<file path="src/rtl/therm_enc_pkg.sv">
package therm_enc_pkg;

   // Number of rows left after l levels of 3:2 compression of n rows.
   function automatic int csa_rows_after(input int n, input int l);
      int c;
      c = n;
      for (int i = 0; i < l; i++) begin
         if (c > 2) c = 2 * (c / 3) + (c % 3);
      end
      return c;
   endfunction

   // Number of 3:2 levels needed to reach at most two rows.
   function automatic int csa_depth(input int n);
      int c;
      int l;
      c = n;
      l = 0;
      for (int i = 0; i < 32; i++) begin
         if (c > 2) begin
            c = 2 * (c / 3) + (c % 3);
            l = l + 1;
         end
      end
      return l;
   endfunction

endpackage

</file>
<file path="src/rtl/csa_cell.sv">
// One word-wide 3:2 compressor: three addends in, sum row and carry row out.
module csa_cell #(
   parameter int W = 3
) (
   input  logic [W-1:0] a,
   input  logic [W-1:0] b,
   input  logic [W-1:0] c,
   output logic [W-1:0] s,
   output logic [W-1:0] k
);
   logic [W-1:0] maj;

   assign s   = a ^ b ^ c;
   assign maj = (a & b) | (a & c) | (b & c);
   assign k   = maj << 1;
endmodule

</file>
<file path="src/rtl/ones_csa_tree.sv">
// Population count of a bit vector through a tree of 3:2 compressors
// followed by one carry-propagate adder.
module ones_csa_tree
   import therm_enc_pkg::*;
#(
   parameter int NIN = 7,
   parameter int OW  = 3
) (
   input  logic [NIN-1:0] bits,
   output logic [OW-1:0]  total
);
   localparam int LV = csa_depth(NIN);
   localparam int CF = csa_rows_after(NIN, LV);

   logic [OW-1:0] row [0:LV][0:NIN-1];

   for (genvar i = 0; i < NIN; i++) begin : g_seed
      assign row[0][i] = OW'(bits[i]);
   end

   for (genvar lv = 0; lv < LV; lv++) begin : g_lvl
      localparam int CIN  = csa_rows_after(NIN, lv);
      localparam int GRP  = CIN / 3;
      localparam int REM  = CIN % 3;
      localparam int COUT = 2 * GRP + REM;

      for (genvar g = 0; g < GRP; g++) begin : g_cmp
         csa_cell #(.W(OW)) u_cell (
            .a(row[lv][3*g]),
            .b(row[lv][3*g+1]),
            .c(row[lv][3*g+2]),
            .s(row[lv+1][2*g]),
            .k(row[lv+1][2*g+1])
         );
      end
      for (genvar r = 0; r < REM; r++) begin : g_pass
         assign row[lv+1][2*GRP+r] = row[lv][3*GRP+r];
      end
      for (genvar z = COUT; z < NIN; z++) begin : g_zero
         assign row[lv+1][z] = '0;
      end
   end

   if (CF >= 2) begin : g_cpa
      assign total = row[LV][0] + row[LV][1];
   end else begin : g_single
      assign total = row[LV][0];
   end
endmodule

</file>
<file path="src/rtl/bubble_detect.sv">
// Flags any 0-to-1 step going upward through the word.
module bubble_detect #(
   parameter int W = 7
) (
   input  logic [W-1:0] t,
   output logic         flag
);
   if (W > 1) begin : g_scan
      logic [W-1:1] step;
      for (genvar i = 1; i < W; i++) begin : g_bit
         assign step[i] = t[i] & ~t[i-1];
      end
      assign flag = |step;
   end else begin : g_none
      assign flag = 1'b0;
   end
endmodule

</file>
<file path="src/rtl/therm_in_reg.sv">
module therm_in_reg #(
   parameter int W = 7
) (
   input  logic         clk,
   input  logic         rst,
   input  logic [W-1:0] d,
   output logic [W-1:0] q
);
   always_ff @(posedge clk) begin
      if (rst) q <= '0;
      else     q <= d;
   end
endmodule

</file>
<file path="src/rtl/therm_bin_enc.sv">
module therm_bin_enc #(
   parameter  int N   = 3,
   localparam int NIN = (1 << N) - 1
) (
   input  logic           clk,
   input  logic           rst,
   input  logic [NIN-1:0] therm_in,
   output logic [N-1:0]   code,
   output logic           bubble
);
   if (N < 1 || N > 6) begin : g_bad_n
      $error("therm_bin_enc: N must lie in 1..6");
   end

   logic [NIN-1:0] therm_q;
   logic [N-1:0]   count;
   logic           flag;

   therm_in_reg #(.W(NIN)) u_inreg (
      .clk(clk), .rst(rst), .d(therm_in), .q(therm_q)
   );

   ones_csa_tree #(.NIN(NIN), .OW(N)) u_tree (
      .bits(therm_q), .total(count)
   );

   bubble_detect #(.W(NIN)) u_bub (
      .t(therm_q), .flag(flag)
   );

   always_ff @(posedge clk) begin
      if (rst) begin
         code   <= '0;
         bubble <= 1'b0;
      end else begin
         code   <= count;
         bubble <= flag;
      end
   end

   // registered code is the ones count of the previously captured word
   a_r2_count: assert property (@(posedge clk) disable iff (rst)
      !$past(rst) |-> code == N'($countones($past(therm_q))));

   // flag set exactly when the captured word is not of form 2^k-1
   a_r5_flag: assert property (@(posedge clk) disable iff (rst)
      !$past(rst) |-> bubble == (($past(therm_q) & ($past(therm_q) + 1'b1)) != '0));

   // a reset edge leaves code and flag clear
   a_r6_reset_clear: assert property (@(posedge clk) disable iff (rst)
      $past(rst) |-> (code == '0 && !bubble));

   // full-scale word maps to the top code with no flag
   a_r3_full_scale: assert property (@(posedge clk) disable iff (rst)
      (!$past(rst) && (&$past(therm_q))) |-> (&code && !bubble));

   // the code follows the raw input two edges later
   a_r1_latency: assert property (@(posedge clk) disable iff (rst)
      (!$past(rst) && !$past(rst, 2)) |-> code == N'($countones($past(therm_in, 2))));
endmodule

</file>
<file path="config.mk">
export PLATFORM = sky130hd
export DESIGN_NAME = therm_bin_enc
export DESIGN_NICKNAME = d
export VERILOG_FILES = /design/src/rtl/therm_enc_pkg.sv /design/src/rtl/csa_cell.sv /design/src/rtl/ones_csa_tree.sv /design/src/rtl/bubble_detect.sv /design/src/rtl/therm_in_reg.sv /design/src/rtl/therm_bin_enc.sv
export SDC_FILE = /design/constraint.sdc
export NUM_CORES = 1
export LEC_CHECK = 0
export ABC_AREA = 1
export BUFFER_PORTS_ARGS = -buffer_cell sky130_fd_sc_hd__buf_2
export CELL_PAD_IN_SITES_DETAIL_PLACEMENT = 1
export CELL_PAD_IN_SITES_GLOBAL_PLACEMENT = 2
export CORE_MARGIN = 4
export CORE_UTILIZATION = 27
export DETAILED_ROUTE_END_ITERATION = 6
export GPL_ROUTABILITY_DRIVEN = 1
export PLACE_DENSITY_LB_ADDON = 0.1
export SETUP_SLACK_MARGIN = 0.2
export SLEW_MARGIN = 20
export SYNTH_ARGS = -nofsm -noshare
export SYNTH_HDL_FRONTEND = slang
export SYNTH_SLANG_ARGS = --single-unit
</file>
<file path="constraint.sdc">
create_clock -name clk -period 2.8 [get_ports clk]
set_clock_uncertainty 0.2 [all_clocks]
set_input_delay 0.42 -clock clk [delete_from_list [all_inputs] [get_ports clk]]
set_output_delay 0.42 -clock clk [all_outputs]
set_load 0.01 [all_outputs]
</file>
; ---- Word-level counts from Yosys, hierarchy flattened
; Cells that the tools add are included.
[op_classes]
add_sub_neg = 1
n_bitwise = 47
n_reduce_logical = 1
[op_table]
columns = operator, n
row1 = 2-bit AND, 7
row2 = 1-bit AND, 12
row3 = 2-bit OR, 6
row4 = 1-bit NOT, 6
row5 = 6-bit OR reduction, 1
row6 = 3-bit by 1-bit bitwise XOR with 3-bit output, 2
row7 = 3-bit bitwise XOR, 2
row8 = 2-bit by 1-bit AND with 2-bit output, 2
row9 = 1-bit OR, 4
row10 = 1-bit bitwise XOR, 4
row11 = 3-bit adder, 1
row12 = 3-bit by 2-bit bitwise XOR with 3-bit output, 1
row13 = 1-bit by 2-bit bitwise XOR with 2-bit output, 1
[word_totals]
reg_bits = 11
input_bits = 9
out_inout_bits = 4

; ---- Logic depth before layout (Yosys ltp)
; Gate-level depths: netlist (run 1).
[depth]
depth_word = 13
ltp_mapped = 8
depth_no_buf = 8

; ---- By module
; Synthesis (run 1) repeated with hierarchy kept, for this count alone.
[unflattened]
hier_cells = 121
area_unflattened_um2 = 853.3
[by_module_without_submodules]
columns = module, n_inst, cells_per_inst, area_per_inst_um2, seq_area_each_um2
row1 = csa_cell, 5, 13, 86.3, 0.0
row2 = therm_in_reg, 1, 21, 192.7, 140.1
row3 = therm_bin_enc, 1, 12, 110.1, 80.1
row4 = ones_csa_tree, 1, 12, 73.8, 0.0
row5 = bubble_detect, 1, 11, 45.0, 0.0

; ---- Least setup slack after synthesis (run 1)
; OpenSTA, ideal clock, no wires.
[synth_timing]
path_type = reg2reg
startpoint = register u_inreg.q[3]
endpoint = register code[2]
arrival_ps = 1943
t_required_ps = 2483
setup_slack_ps = 540
stages_incl_launch_ff = 9
n_path_buf = 0
synth_period_minus_slack_ps = 2260
path_cell_list = dfxtp_1 > inv_1 > fa_1 > inv_1 > ha_1 > fa_1 > ha_1 > xnor2_1 > nor2_1
[synth_between]
elab_chain_cells = 11
word_cells_on_any_way = 26
cone_classes = add/sub: 1 / bitwise: 25
[synth_lines]
columns = element, line
row1 = "start, declared", therm_in_reg.sv:7  ; output logic [W-1:0] q
row2 = "start signal, assigned", therm_in_reg.sv:10  ; if (rst) q <= '0;
row3 = "start signal, assigned", therm_in_reg.sv:11  ; else q <= d;
row4 = 1-bit bitwise XOR (2 in series), csa_cell.sv:13  ; assign s = a ^ b ^ c;
row5 = 2-bit AND, csa_cell.sv:14  ; assign maj = (a & b) | (a & c) | (b & c);
row6 = 2-bit OR (2 in series), csa_cell.sv:14
row7 = 2-bit AND / 3-bit bitwise XOR (equally long branches), "csa_cell.sv:14, csa_cell.sv:13"
row8 = 2-bit OR / 3-bit by 2-bit bitwise XOR with 3-bit output (equally long branches), "csa_cell.sv:14, csa_cell.sv:13"
row9 = "2-bit OR, or another cell as far along", csa_cell.sv:14
row10 = 3-bit bitwise XOR / 2-bit OR (equally long branches), "csa_cell.sv:13, csa_cell.sv:14"
row11 = 3-bit by 1-bit bitwise XOR with 3-bit output / 2-bit OR (equally long branches), "csa_cell.sv:13, csa_cell.sv:14"
row12 = 3-bit adder *, ones_csa_tree.sv:45  ; assign total = row[LV][0] + row[LV][1];
row13 = "end signal, assigned", therm_bin_enc.sv:36  ; code <= count;
row14 = "end, declared", therm_bin_enc.sv:8  ; output logic [N-1:0] code,
; Mark *: on every way between the ends. The rest lies on a longest branch, timed or not.
; A chain may end at the register's enable or synchronous reset.

; ---- Worst setup path after layout (run 1)
[layout_timing]
startpoint = register u_inreg.q[0]
endpoint = register code[2]
[layout_between]
elab_chain_cells = 11
word_cells_on_any_way = 28
cone_classes = add/sub: 1 / bitwise: 27
[layout_lines]
columns = element, line
row1 = 1-bit AND / 1-bit bitwise XOR (equally long branches), "csa_cell.sv:14, csa_cell.sv:13"
row2 = 1-bit OR / 1-bit bitwise XOR (equally long branches), "csa_cell.sv:14, csa_cell.sv:13"
row3 = "1-bit OR, or another cell as far along", csa_cell.sv:14
row4 = "2-bit AND, or another cell as far along", csa_cell.sv:14
row5 = "2-bit OR, or another cell as far along (2 in series)", csa_cell.sv:14
row6 = "3-bit bitwise XOR, or another cell as far along", csa_cell.sv:13
row7 = "3-bit by 2-bit bitwise XOR with 3-bit output, or another cell as far along", csa_cell.sv:13
row8 = 3-bit bitwise XOR / 2-bit OR (equally long branches), "csa_cell.sv:13, csa_cell.sv:14"
row9 = 3-bit by 1-bit bitwise XOR with 3-bit output / 2-bit OR (equally long branches), "csa_cell.sv:13, csa_cell.sv:14"
row10 = 3-bit adder *, ones_csa_tree.sv:45
; Marked as above.

==> metrics.sh, run 1 <==
GRT_FIRST_PASS_WIRELENGTH_UM=1373
HOLD_PATH.CLASS='input port to flop'
GR-USAGE-ALL-LAYERS_PCT=7.990
WORST_R2R_ENDPOINT='code[2]$_SDFF_PP0_'
SYN2LAYOUT_AREA_GROWTH_PCT=23.30
ACHIEVABLE-FREQUENCY_MHz=426.7
HOLDBUFCOUNTCTS=0
CORE-AREA_UM2=1594
ANT_NETS=0
TIMING.MAX_CAP.VIOLATIONS=0
DETAIL_ROUTE.WL_PER_CELL_UM=7.958
P_SEQ_SHARE_PCT=50.9
WIRELENGTH_UM=764
WORSTSKEWPAIRLATENCY_NS=0.27
DIE-HEIGHT_UM=50.08
NUMBER_OF_CTS_INSERTED_BUFFERS=3
FINAL_NET_COUNT=88
NUMBER_OF_BUFFERS_INSERTED_TO_REPAIR_SETUP_AFTER_CTS=0
ROUTED_VIA_DENSITY=3.677
POWER.LEAKAGE_nW=0.3315
DR_VIAS=353
CTS_ROOT_BUF='sky130_fd_sc_hd__clkbuf_4'
POSTSYNTHREGISTERBITS=11
IO_PINS=13
POWER.DENSITY_nW_PER_UM2=583.0
TIMING_WORST_SLEW_PIN_VALUE_NS=0.2025
WORSTPATHMAXFANOUT=2
FINISH.CELL_COUNT_WITHOUT_FILLERS=96
FINAL_COUNT_OF_NEGATIVE_SETUP_SLACK_ENDPOINTS=0
FINAL_MAX_SLEW_VIOL_COUNT=0
RESULT_OF_THE_RUN='finished clean'
AVGSYNTHCELLAREA_UM2=8.385
SYNTH-SEQ-AREA-SHARE_PCT=46.07
CTSLONGESTPATHBUFFERS=2
TIMING.RR.START='u_inreg.q[0]$_SDFF_PP0_'
POWER.CLOCK.FRACTION_PCT=31.7
GRT_ANTENNA_BEFORE_REPAIR=0
SYNTHESIS.YOSYS.WARNINGS=0
DIE-AREA_UM2=2508
FINAL.MIN_CLOCK_PERIOD_NS=2.344
P_SW_SHARE_PCT=26.38
TIMING.CRITICAL_PATH.CELLS='inv_1 > fa_1 > inv_1 > ha_1 > fa_1 > ha_1 > xnor2_1 > nor2_1'
SYNTH.NET_COUNT=72
CRITPATHSLOWESTCELL='sky130_fd_sc_hd__fa_1'
GRT_OVERFLOW=0
TRITONCTS='yes'
MAXIMUM_NUMBER_OF_PINS_ON_ONE_NET_BEFORE_GLOBAL_ROUTE_REPAIR=12
MIN_PERIOD_OVER_PERIOD_PCT=83.70
DP_HPWL_UM=619.8
SYNTH.CELL_AREA_UM2=478.0
GRT_PASS1_VIAS=339
WORST_HOLD_DEPTH=3
WORST_HOLD_END='u_inreg.q[5]$_SDFF_PP0_'
ANTENNADIODECOUNT=0
END_KIND='flop'
POSTCTSRESIZEDCELLS=0
HOLD_PATH_STARTPOINT='therm_in[5]'
TIMING.SLEW.HEADROOM_PCT=86.50
REQUIRED_NS=2.76
R2R_SETUP_SLACK_NS=0.46
COMB_POWER_SHARE_PCT=17.4
SETUP_TNS_NS=0
YS_TYPES=10
CP-START-KIND='flop'
WHS_NS=0.1466
WORST-ENDPOINT-ARRIVAL_NS=2.31
FIRST_ITER_VIOLATIONS=1
CRITICAL_PATH_CLASS='flop to flop'
LAYOUT-DRIVE-GT1-SHARE_PCT=22.22
MAX-VDD-IR-DROP_mV=0.2537
P_SW_mW=0.09065
FINAL_NUMBER_OF_HOLD_VIOLATING_ENDPOINTS=0
R2R_CELLS=8
DP_CELLS=92
INTERNAL-POWER_mW=0.2529
CLOCK-SINKS=11
CTS-HTREE-LEVELS=1
PLACE_CONGESTION=0.6672
FP.DIEW_UM=50.08
CP_SLOWEST_STAGE_DELAY_NS=0.53
RSZ_0062_RAISED_AFTER_GLOBAL_ROUTING='no'
FLOORPLAN.INITIALDENSITY_PCT=29.98
NUMPORTBUFFERS=12
DRT_DRC_VIOLATIONS_LEFT=0
SYNTH_CELLS=57
DRT-PASS1-ITER-COUNT=2
CLK_TRANSITION_REPORTED_PATHS_NS=0.07
FP-ROW-COUNT=14
[stage by stage]
stage / utilization, % / worst slack [ns] / cell area, um^2 / power (mW)
3_3_place_gp: 35.32 / 0.4538 / 563.0 / 0.2420
2_1_floorplan: - / 0.5396 / 478.0 / 0.2195
5_1_grt: 36.97 / 0.2945 / 589.3 / 0.3774
3_5_place_dp: 35.32 / 0.4273 / 563.0 / 0.2405
4_1_cts: 36.97 / 0.4111 / 589.3 / 0.3547
6_report: 36.97 / 0.4564 / 589.3 / 0.3436
[per-layer routing]
| layer | vias to the layer above | part of all wire [%] | global-route usage [%] |
|---|---|---|---|
| met5 | - | 0 | 0 |
| met4 | 0 | 3.8 | 8.295 |
| met1 | 153 | 49 | 9.256 |
| met2 | 10 | 40 | 10.22 |
| met3 | 3 | 6.7 | 3.614 |
| li1 | 187 | - | - |
[cell type report]
| cell class | count | area [um^2] |
|---|---|---|
| Timing Repair Buffer | 12 | 60.06 |
| Sequential cell | 11 | 220.2 |
| Multi-Input combinational cell | 26 | 181.4 |
| Clock buffer | 4 | 26.28 |
| Inverter | 19 | 71.32 |
| Fill cell | 214 | 1005 |
| Tap cell | 24 | 30.03 |
[critical path, delay by kind of cell (launching register included)]
| family | cells | cell delay, ns |
|---|---|---|
| buffers and inverters | 2 | 0.10 |
| xor gates and xnor gates | 1 | 0.16 |
| and+or+nand+nor | 1 | 0.05 |
| DFF | 1 | 0.34 |
| adders and majority gates | 4 | 1.39 |
[synth_stat cells]
library cell               n  area (um^2)
sky130_fd_sc_hd__o21ai_1   3        15.01
sky130_fd_sc_hd__nand2_1   4        15.01
sky130_fd_sc_hd__inv_2     1        3.750
sky130_fd_sc_hd__ha_1      3        37.54
sky130_fd_sc_hd__dfxtp_1  11        220.2
sky130_fd_sc_hd__fa_1      3        60.06
sky130_fd_sc_hd__xnor2_1   1        8.760
sky130_fd_sc_hd__nor2_1   12        45.04
sky130_fd_sc_hd__inv_1    18        67.56
sky130_fd_sc_hd__buf_2     1        5.000
[sequential cells by signal (all words and copies together), names as in the netlist]
signal     cells
u_inreg.q      7
bubble         1
code           3
[placed cells by master (no fill, tap or decap)]
| cell | n |
|---|---|
| sky130_fd_sc_hd__buf_2 | 12 |
| sky130_fd_sc_hd__clkbuf_1 | 1 |
| sky130_fd_sc_hd__clkbuf_4 | 3 |
| sky130_fd_sc_hd__dfxtp_1 | 11 |
| sky130_fd_sc_hd__fa_1 | 3 |
| sky130_fd_sc_hd__ha_1 | 3 |
| sky130_fd_sc_hd__inv_1 | 18 |
| sky130_fd_sc_hd__inv_2 | 1 |
| sky130_fd_sc_hd__nand2_1 | 4 |
| sky130_fd_sc_hd__nor2_1 | 12 |
| sky130_fd_sc_hd__o21ai_1 | 3 |
| sky130_fd_sc_hd__xnor2_1 | 1 |
[power by group through the flow]
stage / combinational, mW / clock, mW / sequential, mW
6_report: 0.0598 / 0.109 / 0.175
3_3_place_gp: 0.0634 / 0 / 0.179
3_5_place_dp: 0.0616 / 0 / 0.179
5_1_grt: 0.0728 / 0.128 / 0.177
2_1_floorplan: 0.0365 / 0 / 0.183
4_1_cts: 0.0623 / 0.117 / 0.175
[worst max-delay path by stage]
stage                       startpoint                  to
3_5_place_dp   u_inreg.q[0]$_SDFF_PP0_  code[2]$_SDFF_PP0_
3_3_place_gp   u_inreg.q[3]$_SDFF_PP0_  code[2]$_SDFF_PP0_
5_1_grt        u_inreg.q[0]$_SDFF_PP0_  code[2]$_SDFF_PP0_
2_1_floorplan  u_inreg.q[3]$_SDFF_PP0_  code[2]$_SDFF_PP0_
4_1_cts        u_inreg.q[0]$_SDFF_PP0_  code[2]$_SDFF_PP0_
6_report       u_inreg.q[0]$_SDFF_PP0_  code[2]$_SDFF_PP0_
[logic make-up (layout without fill, tap and decap cells)]
family / after synthesis / count (layout) / synth area share, %
AND/OR/NAND/NOR: 16 / 16 / 12.56
flip-flops: 11 / 11 / 46.07
AO/OA/AOI/OAI: 3 / 3 / 3.140
buffers and inverters: 20 / 35 / 15.97
adder cells (fa/ha/maj): 6 / 6 / 20.42
XOR/XNOR: 1 / 1 / 1.833
Note: power is estimated with default switching activity, not from simulation.
==> inputs of run 2 (changes only) <==
- CORE_UTILIZATION: 27 -> 24
- clock period: 2.8 -> 1.95 ns (I/O delays scaled with it)
==> run 2 against run 1 <==
Compared with the run above: the flow now finishes with violations (setup timing); global-route usage rose by 0.50 points; die area increased by 10%; setup slack worse by 0.76 ns; cell area rose by 15%; via count rose by 5.1%; sequential share of layout area down 4.0 points; largest power group unchanged.
==> metrics.sh, run 2 (synthesis results as in run 1) <==
WORSTSKEWPAIRLATENCY_NS=0.27  # about the same
TIMING_WORST_SLEW_PIN_VALUE_NS=0.2015  # -0.001017 ns
P_SW_SHARE_PCT=27.22  # +0.83 points
CORE-AREA_UM2=1802  # +13%
SYN2LAYOUT_AREA_GROWTH_PCT=42.15
IO_PINS=13  # unchanged
CTSLONGESTPATHBUFFERS=2  # unchanged
DP_HPWL_UM=682.2  # +10%
ROUTED_VIA_DENSITY=3.637  # -1.1%
REGMOSTFLOPS='u_inreg.q'
CTS_ROOT_BUF='sky130_fd_sc_hd__clkbuf_4'
COMB_POWER_SHARE_PCT=25.1  # +7.7 points
NUMBER_OF_BUFFERS_INSERTED_TO_REPAIR_SETUP_AFTER_CTS=0  # unchanged
TIMING.MAX_CAP.VIOLATIONS=0  # unchanged
MIN_PERIOD_OVER_PERIOD_PCT=115.7  # +32 points
FAILED_CHECKS='setup timing'
PLACEDINSTANCEAREA_UM2=610.6  # +8.4%
LARGEST_REGISTER_FF_COUNT=7  # unchanged
NUMBER_OF_CTS_INSERTED_BUFFERS=3  # unchanged
P_SEQ_SHARE_PCT=46.4  # -4.5 points
POWER.LEAKAGE_nW=0.3513  # +6.0%
REQUIRED_NS=1.91  # -0.85 ns
CLOCK-SINKS=11  # unchanged
FINAL_COUNT_OF_NEGATIVE_SETUP_SLACK_ENDPOINTS=2  # +2
FINAL_NET_COUNT=93  # +5.7%
GRT_OVERFLOW=0  # unchanged
LAYOUT_TOP_REGISTERS='u_inreg.q: 7 flops, code: 3 flops, bubble: 1 flops'
DIE-AREA_UM2=2769  # +10%
RESULT_OF_THE_RUN='finished with violations'
ANTENNADIODECOUNT=0  # unchanged
MAX-VDD-IR-DROP_mV=0.2855  # +13%
ACHIEVABLE-FREQUENCY_MHz=443.1  # +3.8%
GRT_ANTENNA_BEFORE_REPAIR=0  # unchanged
LAYOUT-DRIVE-GT1-SHARE_PCT=48.05  # +26 points
MOSTFREQUENTLAYOUTCELLS='sky130_fd_sc_hd__nor2_1, sky130_fd_sc_hd__buf_2, sky130_fd_sc_hd__inv_1'
DESIGN_AREA_UM2=679.4  # +15%
GRT_FIRST_PASS_WIRELENGTH_UM=1580  # +15%
CTS-HTREE-LEVELS=1  # unchanged
RSZ_0062_RAISED_AFTER_GLOBAL_ROUTING='yes'
CRITICAL_PATH_CLASS='flop to flop'
CP-START-KIND='flop'
HOLD_PATH.CLASS='input port to flop'
DIE-HEIGHT_UM=52.63  # +5.1%
NUMPORTBUFFERS=12  # unchanged
FILLER_CELL_COUNT=235  # +9.8%
FP-ROW-COUNT=15  # +1
DRT-PASS1-ITER-COUNT=1  # -1
WORST-ENDPOINT-ARRIVAL_NS=2.22  # -0.09 ns
DETAIL_ROUTE.WL_PER_CELL_UM=8.608  # +8.2%
FINAL.MIN_CLOCK_PERIOD_NS=2.257  # -0.08688 ns
WIRELENGTH_UM=878  # +15%
FP.DIEW_UM=52.63  # +5.1%
GRT_PASS1_VIAS=382  # +13%
FLOORPLAN.INITIALDENSITY_PCT=26.53  # -3.5 points
FINAL_NUMBER_OF_HOLD_VIOLATING_ENDPOINTS=0  # unchanged
INTERNAL-POWER_mW=0.3960  # +57%
P_SW_mW=0.1481  # +63%
WORSTPATHMAXFANOUT=2  # unchanged
R2R_SETUP_SLACK_NS=-0.31  # -0.76 ns
ANT_NETS=0  # unchanged
PLACE_CONGESTION=0.6753  # +1.2%
MAXIMUM_NUMBER_OF_PINS_ON_ONE_NET_BEFORE_GLOBAL_ROUTE_REPAIR=12  # unchanged
FIRST_ITER_VIOLATIONS=0  # -1
DR_VIAS=371  # +5.1%
WHS_NS=0.01623  # -0.1303 ns
POWER.CLOCK.FRACTION_PCT=28.5  # -3.2 points
FINAL_MAX_SLEW_VIOL_COUNT=0  # unchanged
TIMING.SLEW.HEADROOM_PCT=86.56  # about the same
DRT_DRC_VIOLATIONS_LEFT=0  # unchanged
CLK_TRANSITION_REPORTED_PATHS_NS=0.07  # about the same
POSTLAYOUTSETUPSLACKWORST_NS=-0.3067  # -0.7631 ns
HOLDBUFCOUNTCTS=0  # unchanged
TRITONCTS='yes'
END_KIND='flop'
GR-USAGE-ALL-LAYERS_PCT=8.491  # +0.50 points
POWER.DENSITY_nW_PER_UM2=800.9  # +37%
## run 2: changes by cell type in the layout (fill, tap and decap cells not counted), sizes merged
cell  change
buf       +5
## run 2: timing repair
action                                  CTS  global route
pin swaps                                 2             6
resized for setup                         6             5
endpoints found under the setup margin    3             3
gates cloned                              0             0
## run 2: metal layers
| layer | GRT usage [%] | share of wire, % | vias to the layer above |
|---|---|---|---|
| met5 | 0 | 0 | - |
| met4 | 8.936 | 1.9 | 0 |
| li1 | - | - | 198 |
| met2 | 11.98 | 47 | 8 |
| met3 | 2.564 | 6.3 | 2 |
| met1 | 9.589 | 44 | 163 |
## run 2: power groups by stage
stage          Sequential [mW]  Clock, mW  Combinational, mW
2_1_floorplan            0.264          0             0.0540
3_3_place_gp             0.256          0              0.101
3_5_place_dp             0.257          0              0.101
4_1_cts                  0.253      0.168              0.123
5_1_grt                  0.255      0.176              0.160
6_report                 0.253      0.155              0.136
## run 2: final cells by class
class	instances	area, um^2	share of cell area (%)
clock buffers	4	26.28	3.867
inverters	19	71.32	10.50
multi-input cells	26	226.5	33.33
flip-flops and latches	11	226.5	33.33
well taps	25	31.28	4.604
repair buffers	17	97.59	14.36
## run 2: final timing paths
check,start,endpoint,depth (start not counted)
max,u_inreg.q[3]$_SDFF_PP0_,code[2]$_SDFF_PP0_,8
min,therm_in[4],u_inreg.q[4]$_SDFF_PP0_,3
min reg2reg,u_inreg.q[0]$_SDFF_PP0_,bubble$_SDFF_PP0_,5
max reg2reg,u_inreg.q[3]$_SDFF_PP0_,code[2]$_SDFF_PP0_,8
## run 2: critical path: stages, from the launching register on
cell and delay (ns):
sky130_fd_sc_hd__dfxtp_2 0.33, sky130_fd_sc_hd__inv_2 0.04, sky130_fd_sc_hd__fa_1 0.54, sky130_fd_sc_hd__inv_2 0.05
sky130_fd_sc_hd__ha_4 0.15, sky130_fd_sc_hd__fa_1 0.55, sky130_fd_sc_hd__ha_4 0.15, sky130_fd_sc_hd__xnor2_2 0.09
sky130_fd_sc_hd__nor2_1 0.05
## run 2: per-stage QoR
step                      setup WS, ns  utilization (%)  setup TNS [ns]  std cells  total power, mW
after global placement         -0.2998            33.89         -0.5810         98           0.3566
final                          -0.3067            37.71         -0.5973        102           0.5441
after detailed placement       -0.2969            33.89         -0.5917         98           0.3587
after floorplan                -0.2404                -         -0.4671         57           0.3178
after CTS                      -0.3024            36.67         -0.6023        102           0.5434
after global routing           -0.4123            37.71         -0.8096        102           0.5904
